**src/rtl/prf_pkg.sv**
```systemverilog
package prf_pkg;
  localparam int OPC_W = 4;
  localparam logic [OPC_W-1:0] OPC_RD = 4'h1;
  localparam logic [OPC_W-1:0] OPC_WR = 4'h2;

  typedef enum logic [2:0] {
    ST_IDLE  = 3'd0,
    ST_HDR   = 3'd1,
    ST_RDGAP = 3'd2,
    ST_PAY   = 3'd3,
    ST_SOP   = 3'd4,
    ST_MID   = 3'd5,
    ST_EOP   = 3'd6
  } prf_state_e;

  typedef enum logic [1:0] {SEL_ZERO, SEL_HDR, SEL_RD} prf_sel_e;

  function automatic logic opc_is_rd(input logic [OPC_W-1:0] op);
    return op == OPC_RD;
  endfunction

  function automatic logic opc_is_wr(input logic [OPC_W-1:0] op);
    return op == OPC_WR;
  endfunction

  // read request: single beat carrying both framing flags
  function automatic logic hdr_is_read(input logic sop, input logic eop,
                                       input logic [OPC_W-1:0] op);
    return sop && eop && opc_is_rd(op);
  endfunction

  // write request: header opens the packet, payload beat closes it
  function automatic logic hdr_is_write(input logic sop, input logic eop,
                                        input logic [OPC_W-1:0] op);
    return sop && !eop && opc_is_wr(op);
  endfunction
endpackage

```
**src/rtl/prf_hdr.sv**
```systemverilog
module prf_hdr #(
  parameter int DW = 16
) (
  input  logic          clk,
  input  logic          rst_n,
  input  logic          take,
  input  logic [DW-1:0] din,
  output logic [DW-1:0] hdr_q
);
  always_ff @(posedge clk) begin
    if (!rst_n)    hdr_q <= '0;
    else if (take) hdr_q <= din;
  end

  p_hdr_load_r5: assert property (@(posedge clk) disable iff (!rst_n)
    take |=> hdr_q == $past(din));
  p_hdr_hold_r5: assert property (@(posedge clk) disable iff (!rst_n)
    !take |=> $stable(hdr_q));
endmodule

```
**src/rtl/prf_regs.sv**
```systemverilog
module prf_regs #(
  parameter int DW   = 16,
  parameter int NREG = 8,
  localparam int AW  = $clog2(NREG)
) (
  input  logic          clk,
  input  logic          rst_n,
  input  logic          wr_en,
  input  logic [AW-1:0] wr_addr,
  input  logic [DW-1:0] wr_data,
  input  logic [AW-1:0] rd_addr,
  output logic [DW-1:0] rd_data
);
  logic [DW-1:0] q [NREG];

  for (genvar g = 0; g < NREG; g++) begin : g_reg
    always_ff @(posedge clk) begin
      if (!rst_n)                          q[g] <= '0;
      else if (wr_en && wr_addr == AW'(g)) q[g] <= wr_data;
    end
  end

  assign rd_data = q[rd_addr];

  p_write_lands_r4: assert property (@(posedge clk) disable iff (!rst_n)
    wr_en |=> q[$past(wr_addr)] == $past(wr_data));
endmodule

```
**src/rtl/prf_ctrl.sv**
```systemverilog
module prf_ctrl
  import prf_pkg::*;
(
  input  logic             clk,
  input  logic             rst_n,
  input  logic             in_valid,
  input  logic             in_start,
  input  logic             in_stop,
  input  logic [OPC_W-1:0] in_op,
  output logic             in_accept,
  input  logic [OPC_W-1:0] hdr_op,
  input  logic             out_accept,
  output logic             out_valid,
  output logic             out_start,
  output logic             out_stop,
  output prf_sel_e         out_sel,
  output logic             hdr_take,
  output logic             wr_en,
  output prf_state_e       state
);
  prf_state_e st, nxt;
  logic go_read, go_write, hdr_drop, resp_fire;

  // named events, shared by the next-state logic and the assertions
  assign hdr_take  = (st == ST_HDR) && in_valid && in_start;
  assign go_read   = hdr_take && hdr_is_read(in_start, in_stop, in_op);
  assign go_write  = hdr_take && hdr_is_write(in_start, in_stop, in_op);
  assign hdr_drop  = hdr_take && !go_read && !go_write;
  assign wr_en     = (st == ST_PAY) && in_valid && in_stop;
  assign resp_fire = out_valid && out_accept;

  always_comb begin
    nxt = st;
    unique case (st)
      ST_IDLE:  nxt = ST_HDR;
      ST_HDR:   if (go_read) nxt = ST_RDGAP;
                else if (go_write) nxt = ST_PAY;
      ST_RDGAP: nxt = ST_SOP;
      ST_PAY:   if (wr_en) nxt = ST_SOP;
      ST_SOP:   if (resp_fire) nxt = opc_is_rd(hdr_op) ? ST_MID : ST_EOP;
      ST_MID:   if (resp_fire) nxt = ST_EOP;
      ST_EOP:   if (resp_fire) nxt = ST_IDLE;
      default:  nxt = ST_IDLE;
    endcase
  end

  always_ff @(posedge clk) begin
    if (!rst_n) st <= ST_IDLE;
    else        st <= nxt;
  end

  always_comb begin
    in_accept = (st == ST_HDR) || (st == ST_PAY);
    out_valid = (st == ST_SOP) || (st == ST_MID) || (st == ST_EOP);
    out_start = (st == ST_SOP);
    out_stop  = (st == ST_EOP);
    unique case (st)
      ST_SOP:  out_sel = SEL_HDR;
      ST_MID:  out_sel = SEL_RD;
      default: out_sel = SEL_ZERO;
    endcase
  end

  assign state = st;

  p_idle_next_r2: assert property (@(posedge clk) disable iff (!rst_n)
    st == ST_IDLE |=> st == ST_HDR);
  p_read_path_r3: assert property (@(posedge clk) disable iff (!rst_n)
    go_read |=> st == ST_RDGAP);
  p_write_path_r4: assert property (@(posedge clk) disable iff (!rst_n)
    go_write |=> st == ST_PAY);
  p_drop_stays_r9: assert property (@(posedge clk) disable iff (!rst_n)
    hdr_drop |=> st == ST_HDR && in_accept);
  p_no_accept_resp_r11: assert property (@(posedge clk) disable iff (!rst_n)
    out_valid |-> !in_accept);
endmodule

```
**src/rtl/pkt_regfile.sv**
```systemverilog
module pkt_regfile
  import prf_pkg::*;
#(
  parameter int DW   = 16,
  parameter int NREG = 8
) (
  input  logic          clk,
  input  logic          rst_n,
  input  logic          in_valid,
  input  logic          in_start,
  input  logic          in_stop,
  input  logic [DW-1:0] in_data,
  output logic          in_accept,
  output logic          out_valid,
  output logic          out_start,
  output logic          out_stop,
  output logic [DW-1:0] out_data,
  input  logic          out_accept
);
  localparam int AW = $clog2(NREG);

  logic [DW-1:0] hdr_q, rd_data;
  logic          hdr_take, wr_en;
  prf_sel_e      out_sel;
  prf_state_e    state;
  logic [AW-1:0] reg_idx;

  assign reg_idx = hdr_q[OPC_W +: AW];

  prf_ctrl u_ctrl (
    .clk, .rst_n, .in_valid, .in_start, .in_stop,
    .in_op(in_data[OPC_W-1:0]), .in_accept,
    .hdr_op(hdr_q[OPC_W-1:0]), .out_accept,
    .out_valid, .out_start, .out_stop, .out_sel,
    .hdr_take, .wr_en, .state
  );

  prf_hdr #(.DW(DW)) u_hdr (
    .clk, .rst_n, .take(hdr_take), .din(in_data), .hdr_q
  );

  prf_regs #(.DW(DW), .NREG(NREG)) u_regs (
    .clk, .rst_n, .wr_en, .wr_addr(reg_idx), .wr_data(in_data),
    .rd_addr(reg_idx), .rd_data
  );

  always_comb begin
    unique case (out_sel)
      SEL_HDR: out_data = hdr_q;
      SEL_RD:  out_data = rd_data;
      default: out_data = '0;
    endcase
  end

  p_start_exclusive_r7: assert property (@(posedge clk) disable iff (!rst_n)
    out_valid |-> !(out_start && out_stop));
  p_valid_in_resp_r7: assert property (@(posedge clk) disable iff (!rst_n)
    out_valid |-> state inside {ST_SOP, ST_MID, ST_EOP});
  p_hold_r8: assert property (@(posedge clk) disable iff (!rst_n)
    out_valid && !out_accept |=>
      $stable(out_data) && $stable(out_start) && $stable(out_stop));
  p_sop_clears_r5: assert property (@(posedge clk) disable iff (!rst_n)
    out_start && out_accept |=> !out_start);
  p_eop_idle_r10: assert property (@(posedge clk) disable iff (!rst_n)
    out_stop && out_accept |=> !out_valid && !in_accept);
  p_sop_echo_r5: assert property (@(posedge clk) disable iff (!rst_n)
    out_start |-> out_data[OPC_W-1:0] == hdr_q[OPC_W-1:0]);
endmodule

```
**config.mk**
```make
export PLATFORM = sky130hd
export DESIGN_NAME = pkt_regfile
export DESIGN_NICKNAME = d
export VERILOG_FILES = /design/src/rtl/prf_pkg.sv /design/src/rtl/prf_hdr.sv /design/src/rtl/prf_regs.sv /design/src/rtl/prf_ctrl.sv /design/src/rtl/pkt_regfile.sv
export SDC_FILE = /design/constraint.sdc
export NUM_CORES = 1
export LEC_CHECK = 0
export BUFFER_PORTS_ARGS = -buffer_cell sky130_fd_sc_hd__buf_2
export CORE_AREA = 2 2 130 145
export DETAILED_ROUTE_END_ITERATION = 10
export DIE_AREA = 0 0 132 147
export GPL_ROUTABILITY_DRIVEN = 0
export PLACE_DENSITY = 0.65
export SLEW_MARGIN = 10
export SYNTH_ARGS = -nofsm -noshare
export SYNTH_HDL_FRONTEND = slang
export SYNTH_SLANG_ARGS = --single-unit
```
**constraint.sdc**
```tcl
create_clock -name clk -period 8.2 [get_ports clk]
set_input_delay 1.64 -clock clk [delete_from_list [all_inputs] [get_ports clk]]
set_output_delay 1.64 -clock clk [all_outputs]
set_load 0.01 [all_outputs]
```
==> results.py, run 1 <==
metrics = {
    "logic_synthesis": {
        "netlist_area_sq_um": 7030,
        "ys.warnings.count": 0,
        "synth-main-ff-cell": "edfxtp_1",
        "avgSynthCellArea_sq_um": 12.7,
        "synth_seq_cells": 150,
        "synth_edf_count": 128,
        "syn-num-nets": 577,
        "async_flop_share": 0,
        "yosysSeqAreaShare": 0.610,
        "ys_types": 44,
        "synthCells": 552,
    },
    "placed_design": {
        "io_buffers": 41,
        "hpwl_mm": 10.8,
    },
    "clock_network": {
        "clk_pin_slew_ns": 0.06,
        "clock-sinks": 150,
        "cts_tree": "built",
        "numCtsBuffers": 17,
        "clk_latency_ns": 0.43,
        "cts_setup_buffers": 0,
        "clock_path_buffers": 2,
        "htreeDepth": 4,
        "ctsResizeCount": 0,
        "root_buffer": "clkbuf_16",
        "ctsHoldBuffers": 0,
    },
    "critical_path": {
        "start_kind": "flop",
        "critPathMaxFanout": 16,
        "arrival_ns": 3.16,
        "r2r_end": "u_regs.q[1][1]",
        "r2r_slack_ns": 5.46,
        "cp.required_ns": 6.56,
        "endpoint_kind": "primary output",
        "r2r_cells": 5,
        "crit_type": "reg -> out",
        "r2r_start": "u_ctrl.state[0]",
    },
    "sta": {
        "fin_crit_ns": 4.80,
        "rsz0062_at_grt": "no",
        "worstMarginPinSlew_ns": 1.37,
        "max_freq_mhz": 208,
        "finalSetupTns_ns": 0,
        "finClkSkew_ns": 0.00565,
        "setup_violations": 0,
        "relSlewSlack": 0.0842,
        "fin_crit_sh": 0.586,
        "final-hold-violation-count": 0,
        "drv_slew": 0,
    },
    "floorplan": {
        "die_w_um": 132,
        "dieArea_sq_um": 19400,
        "initial_core_util": 0.390,
        "io_pins": 42,
        "core_area_sq_um": 18000,
        "die-height_um": 147,
        "fp-row-count": 52,
    },
    "global_route": {
        "grt_use_met2": 0.299,
        "grt_pass1_wl_mm": 27.0,
        "top_usage_layer": "met2",
        "use_met1": 0.256,
        "antenna_found_initial": 0,
        "gr-usage-met3": 0.0438,
        "grt_pass1_vias": 4635,
        "grt_usage": 0.189,
        "grt.overflow.total": 0,
        "grt_max_degree": 39,
    },
    "finish": {
        "fin_util": 0.449,
        "final_nets": 612,
        "syn2layout_area_growth_pct": 15.0,
        "n_antenna_cell": 0,
        "drive_above_1_share": 0.217,
    },
    "hold_path": {
        "hold_end": "u_hdr.hdr_q[14]",
        "hold_path.startpoint": "u_hdr.hdr_q[14]",
        "hold_depth": 2,
        "hp-class": "reg -> reg",
    },
    "drt": {
        "via_per_inst": 5.40,
        "wl_per_cell_um": 20.7,
        "num_vias": 4549,
        "first_pass_iters": 8,
        "drt-total-wl_mm": 17.5,
        "drc_errors": 0,
        "drt-initial-drc-count": 397,
        "postRouteAntennaNets": 0,
    },
    "pwr": {
        "peakVddDrop_v": 0.000161,
        "leakage_nw": 2.98,
        "finalPower_mw": 1.90,
        "seqPwrFrac": 0.470,
        "pwr-share-clk": 0.425,
        "switching_share": 0.249,
        "p_int_mw": 1.43,
        "power_density_nw_per_um2": 235,
        "pwr-share-comb": 0.105,
        "switchingPower_mw": 0.472,
    },
    "job": {
        "cap_violations": 0,
    },
    "status": {
        "run_status": "complete, no violations",
    },
}
-- worst max path at each step --
stage                    startpoint              to  slack, ns  cells after the start
global route        u_ctrl.state[2]     out_data[4]       3.16                      8
global placement    u_ctrl.state[2]     out_data[4]       4.00                      8
detailed placement  u_ctrl.state[2]     out_data[4]       3.92                      8
floorplan                   in_stop  u_regs.q[0][0]       4.49                      4
CTS                 u_ctrl.state[2]     out_data[4]       3.43                      8
finish              u_ctrl.state[2]     out_data[6]       3.40                      6
-- worst max-delay path, cell delays in order, from the launching register on --
cell,delay [ns]
dfxtp_1,0.48
inv_1,0.11
or3_2,0.52
ha_1,0.31
nand2_1,0.51
o41ai_1,0.59
buf_2,0.21
-- layout by cell type, fill, tap and decap left out, types with 2 or more instances in the layout --
cell type     n
o221ai_1     11
buf_2        41
bufinv_16     3
o21ai_2       2
nor2b_1      15
mux2i_1      13
a311oi_1      2
clkinv_4      2
edfxtp_1    128
nor2_1        8
dfxtp_1      21
a31oi_1      11
a211oi_1      6
and2_1      130
clkbuf_16    17
nor3_2        2
o21ai_0       2
nand2b_1      7
o21ai_1       5
nand2_1      69
ha_1          3
o41ai_1       5
a21oi_1      17
inv_6         2
buf_4        13
inv_1         4
mux4_2       16
clkinvlp_4    3
clkinv_2      3
a2111oi_0     5
mux2_2       11
-- layout make-up --
type                    count  area, sq um
multi-input cells         359         2560
flip-flops and latches    150         4290
fillers                  1645         9940
repair buffers             54          303
clock inverters            14          174
clock buffers              18          439
inverters                   5         18.8
well taps                 243          304
-- power groups by stage --
stage / clock (mW) / combinational [mW] / sequential (mW)
after floorplan: 0 / 0.156 / 0.891
after global placement: 0 / 0.193 / 0.905
after detailed placement: 0 / 0.198 / 0.908
after CTS: 0.816 / 0.199 / 0.892
after global routing: 0.850 / 0.217 / 0.898
final: 0.808 / 0.199 / 0.894
-- cells by family after synthesis --
logic type / count (synthesis) / synth area share
AND/OR/NAND/NOR: 245 / 0.197
adder cells (fa/ha/maj): 3 / 0.00534
buffers and inverters: 43 / 0.0301
flip-flops: 150 / 0.610
multiplexers: 40 / 0.0874
AO/OA/AOI/OAI: 71 / 0.0701
-- flip-flops by register name, summed over array words and instances (netlist names), named ones only --
register	flops
u_regs.q	128
u_hdr.hdr_q	16
u_ctrl.state	3
-- cells in the mapped netlist (2+ instances only) --
cell	count	area share
mux2_2	11	0.018
o41ai_1	5	0.0062
nor2b_1	15	0.013
o221ai_1	11	0.014
buf_2	4	0.0028
nor2_1	9	0.0048
a31oi_1	11	0.0098
a211oi_1	6	0.0064
a2111oi_0	5	0.0062
o31ai_1	2	0.0021
nor3_2	2	0.0028
nand2b_1	7	0.0062
dfxtp_1	22	0.063
ha_1	3	0.0053
mux4_2	16	0.051
o21ai_0	8	0.0057
clkbuf_1	25	0.013
buf_6	3	0.0048
mux2i_1	13	0.019
inv_1	4	0.0021
nand2_1	69	0.037
and2_1	130	0.12
a21oi_1	17	0.012
edfxtp_1	128	0.55
a311oi_1	2	0.0025
buf_4	6	0.0064
-- metrics by stage --
step | hold slack, ns | area (sq um) | cells | setup WS (ns)
finish | 0.461 | 8090 | 843 | 3.40
global route | 0.482 | 8090 | 843 | 3.16
CTS | 0.458 | 8080 | 843 | 3.43
detailed placement | 0.449 | 7470 | 811 | 3.92
global placement | 0.442 | 7470 | 811 | 4.00
floorplan | 0.437 | 7030 | 552 | 4.49
-- routing by layer --
metal / vias up / share of wire
met5: - / 0
met4: 0 / 0.016
met2: 163 / 0.48
met3: 25 / 0.066
met1: 2289 / 0.43
li1: 2072 / -
Note: power is estimated with default switching activity, not from simulation.
==> inputs of run 2 (changes only) <==
- PLACE_DENSITY: 0.65 -> 0.68
- clock period: 8.2 -> 4.4 ns (I/O delays scaled with it)
==> run 2 against run 1 <==
  * Final area grew 0.96%
  * Clock-buffer cell count is 4 higher
  * Clock power grew 100%
  * Sequential cell count unchanged
  * Total power up 93%
  * Setup slack worse by 2.9 ns
  * Sequential share of layout area shrank 0.50 points
  * Global-route usage barely moved
  * Highest routed layer unchanged
  * Routed wire length up 0.32%
==> results.py, run 2 (synthesis results as in run 1) <==
metrics = {
    "critical_path": {
        "crit_type": "reg -> out",
        "endpoint_kind": "primary output",
        "arrival_ns": 3.06,
        "cp.required_ns": 3.52,
        "critPathMaxFanout": 16,
        "cp_cell_sequence": "inv_1 > or3_2 > ha_1 > nand2_1 > o41ai_1 > buf_2",
        "start_kind": "flop",
        "cp_slowest_stage_delay_ns": 0.58,
        "path_buf_inv": 2,
        "critPathSlowestCell": "o41ai_1",
        "critPathTopFamily": "simple AND/OR/NAND/NOR gates",
    },
    "drt": {
        "first_pass_iters": 5,
        "drc_errors": 0,
        "drt-total-wl_mm": 17.5,
        "via_per_inst": 5.39,
        "postRouteAntennaNets": 0,
        "wl_per_cell_um": 20.6,
        "num_vias": 4580,
        "drt-initial-drc-count": 460,
    },
    "global_route": {
        "grt_max_degree": 27,
        "grt.overflow.total": 0,
        "gr-usage-met3": 0.0438,
        "antenna_found_initial": 0,
        "grt_pass1_vias": 4793,
        "grt_use_met2": 0.314,
        "top_usage_layer": "met2",
        "grt_usage": 0.188,
        "use_met1": 0.240,
        "grt_pass1_wl_mm": 27.1,
    },
    "floorplan": {
        "dieArea_sq_um": 19400,
        "initial_core_util": 0.390,
        "core_area_sq_um": 18000,
        "fp-row-count": 52,
        "die_w_um": 132,
        "io_pins": 42,
        "die-height_um": 147,
    },
    "finish": {
        "n_antenna_cell": 0,
        "fillers": 1620,
        "largest_reg_flops": 128,
        "syn2layout_area_growth_pct": 16.1,
        "fin_util": 0.453,
        "drive_above_1_share": 0.214,
        "layout_commonest_cell": "and2_1",
        "final_cell_mix": "and2_1 (130), edfxtp_1 (128), nand2_1 (69), buf_2 (41), dfxtp_1 (21)",
        "multiInputGateArea_sq_um": 2540,
        "regArea_sq_um": 4290,
        "regMostFlops": "u_regs.q",
        "final_nets": 619,
    },
    "pwr": {
        "power_density_nw_per_um2": 449,
        "leakage_nw": 3.03,
        "peakVddDrop_v": 0.000319,
    },
    "sta": {
        "rsz0062_at_grt": "no",
        "fin_crit_ns": 3.94,
        "fin_crit_sh": 0.896,
        "relSlewSlack": 0.140,
        "final-hold-violation-count": 0,
        "worstMarginPinSlew_ns": 1.28,
        "finClkSkew_ns": 0.00586,
        "finalSetupTns_ns": 0,
        "setup_violations": 0,
        "max_freq_mhz": 254,
        "drv_slew": 0,
    },
    "clock_network": {
        "htreeDepth": 4,
        "numCtsBuffers": 17,
        "root_buffer": "clkbuf_16",
        "ctsHoldBuffers": 0,
        "cts_setup_buffers": 0,
        "ctsResizeCount": 0,
        "cts_tree": "built",
        "clk_latency_ns": 0.42,
        "clock-sinks": 150,
        "clk_pin_slew_ns": 0.06,
        "clock_path_buffers": 2,
    },
    "placed_design": {
        "hpwl_mm": 10.7,
        "io_buffers": 41,
    },
    "hold_path": {
        "hp-class": "reg -> reg",
    },
    "status": {
        "run_status": "complete, no violations",
    },
    "job": {
        "cap_violations": 0,
    },
}
-- run 2: changes by cell type in the layout (fill, tap and decap cells not counted), sizes merged --
| cell | previous run | this run |
|---|---|---|
| buf | 54 | 61 |
| bufinv | 3 | 6 |
| clkbuf | 18 | 22 |
| clkinv | 6 | 4 |
| clkinvlp | 3 | 1 |
| inv | 7 | 4 |
-- run 2: layout make-up --
class / count / area share
clock buffers: 22 / 0.0556
repair buffers: 61 / 0.0435
well taps: 243 / 0.0372
inverters: 5 / 0.00230
clock inverters: 10 / 0.0248
flip-flops and latches: 150 / 0.525
multi-input cells: 359 / 0.311
-- run 2: worst register-to-register path, delay by kind of cell, from the launching register on --
kind,cells,cell delay (ns)
flip-flops,1,0.47
buffers and inverters,2,0.51
AND/OR/NAND/NOR,2,0.52
AO/OA/AOI/OAI,1,0.78
-- run 2: worst paths after layout --
path,end,slack (ns),cells past startpoint,from
worst min register to register,u_hdr.hdr_q[13],0.46,2,u_hdr.hdr_q[13]
worst max-delay path,out_data[10],0.46,6,u_ctrl.state[2]
worst min-delay path,u_hdr.hdr_q[13],0.46,2,u_hdr.hdr_q[13]
worst max register to register,u_regs.q[4][9],1.80,5,u_ctrl.state[0]
-- run 2: routing by layer --
metal	up-vias	share of wire
met3	33	0.074
met1	2260	0.41
met4	0	0.022
met5	-	0
met2	209	0.49
li1	2078	-
-- run 2: per-stage QoR --
stage,cell area [sq um],hold WS (ns),total power [mW],std cells,setup WS [ns]
floorplan,7030,0.437,1.95,552,1.45
global placement,7510,0.443,2.05,818,0.955
detailed placement,7510,0.447,2.06,818,0.886
CTS,8160,0.455,3.68,850,0.420
global route,8160,0.486,3.78,850,0.220
finish,8160,0.458,3.66,850,0.457
-- run 2: where the power goes --
part / switching, mW / internal [mW]
logic: 0.225 / 0.148
registers: 0.0553 / 1.61
clock network: 0.551 / 1.08
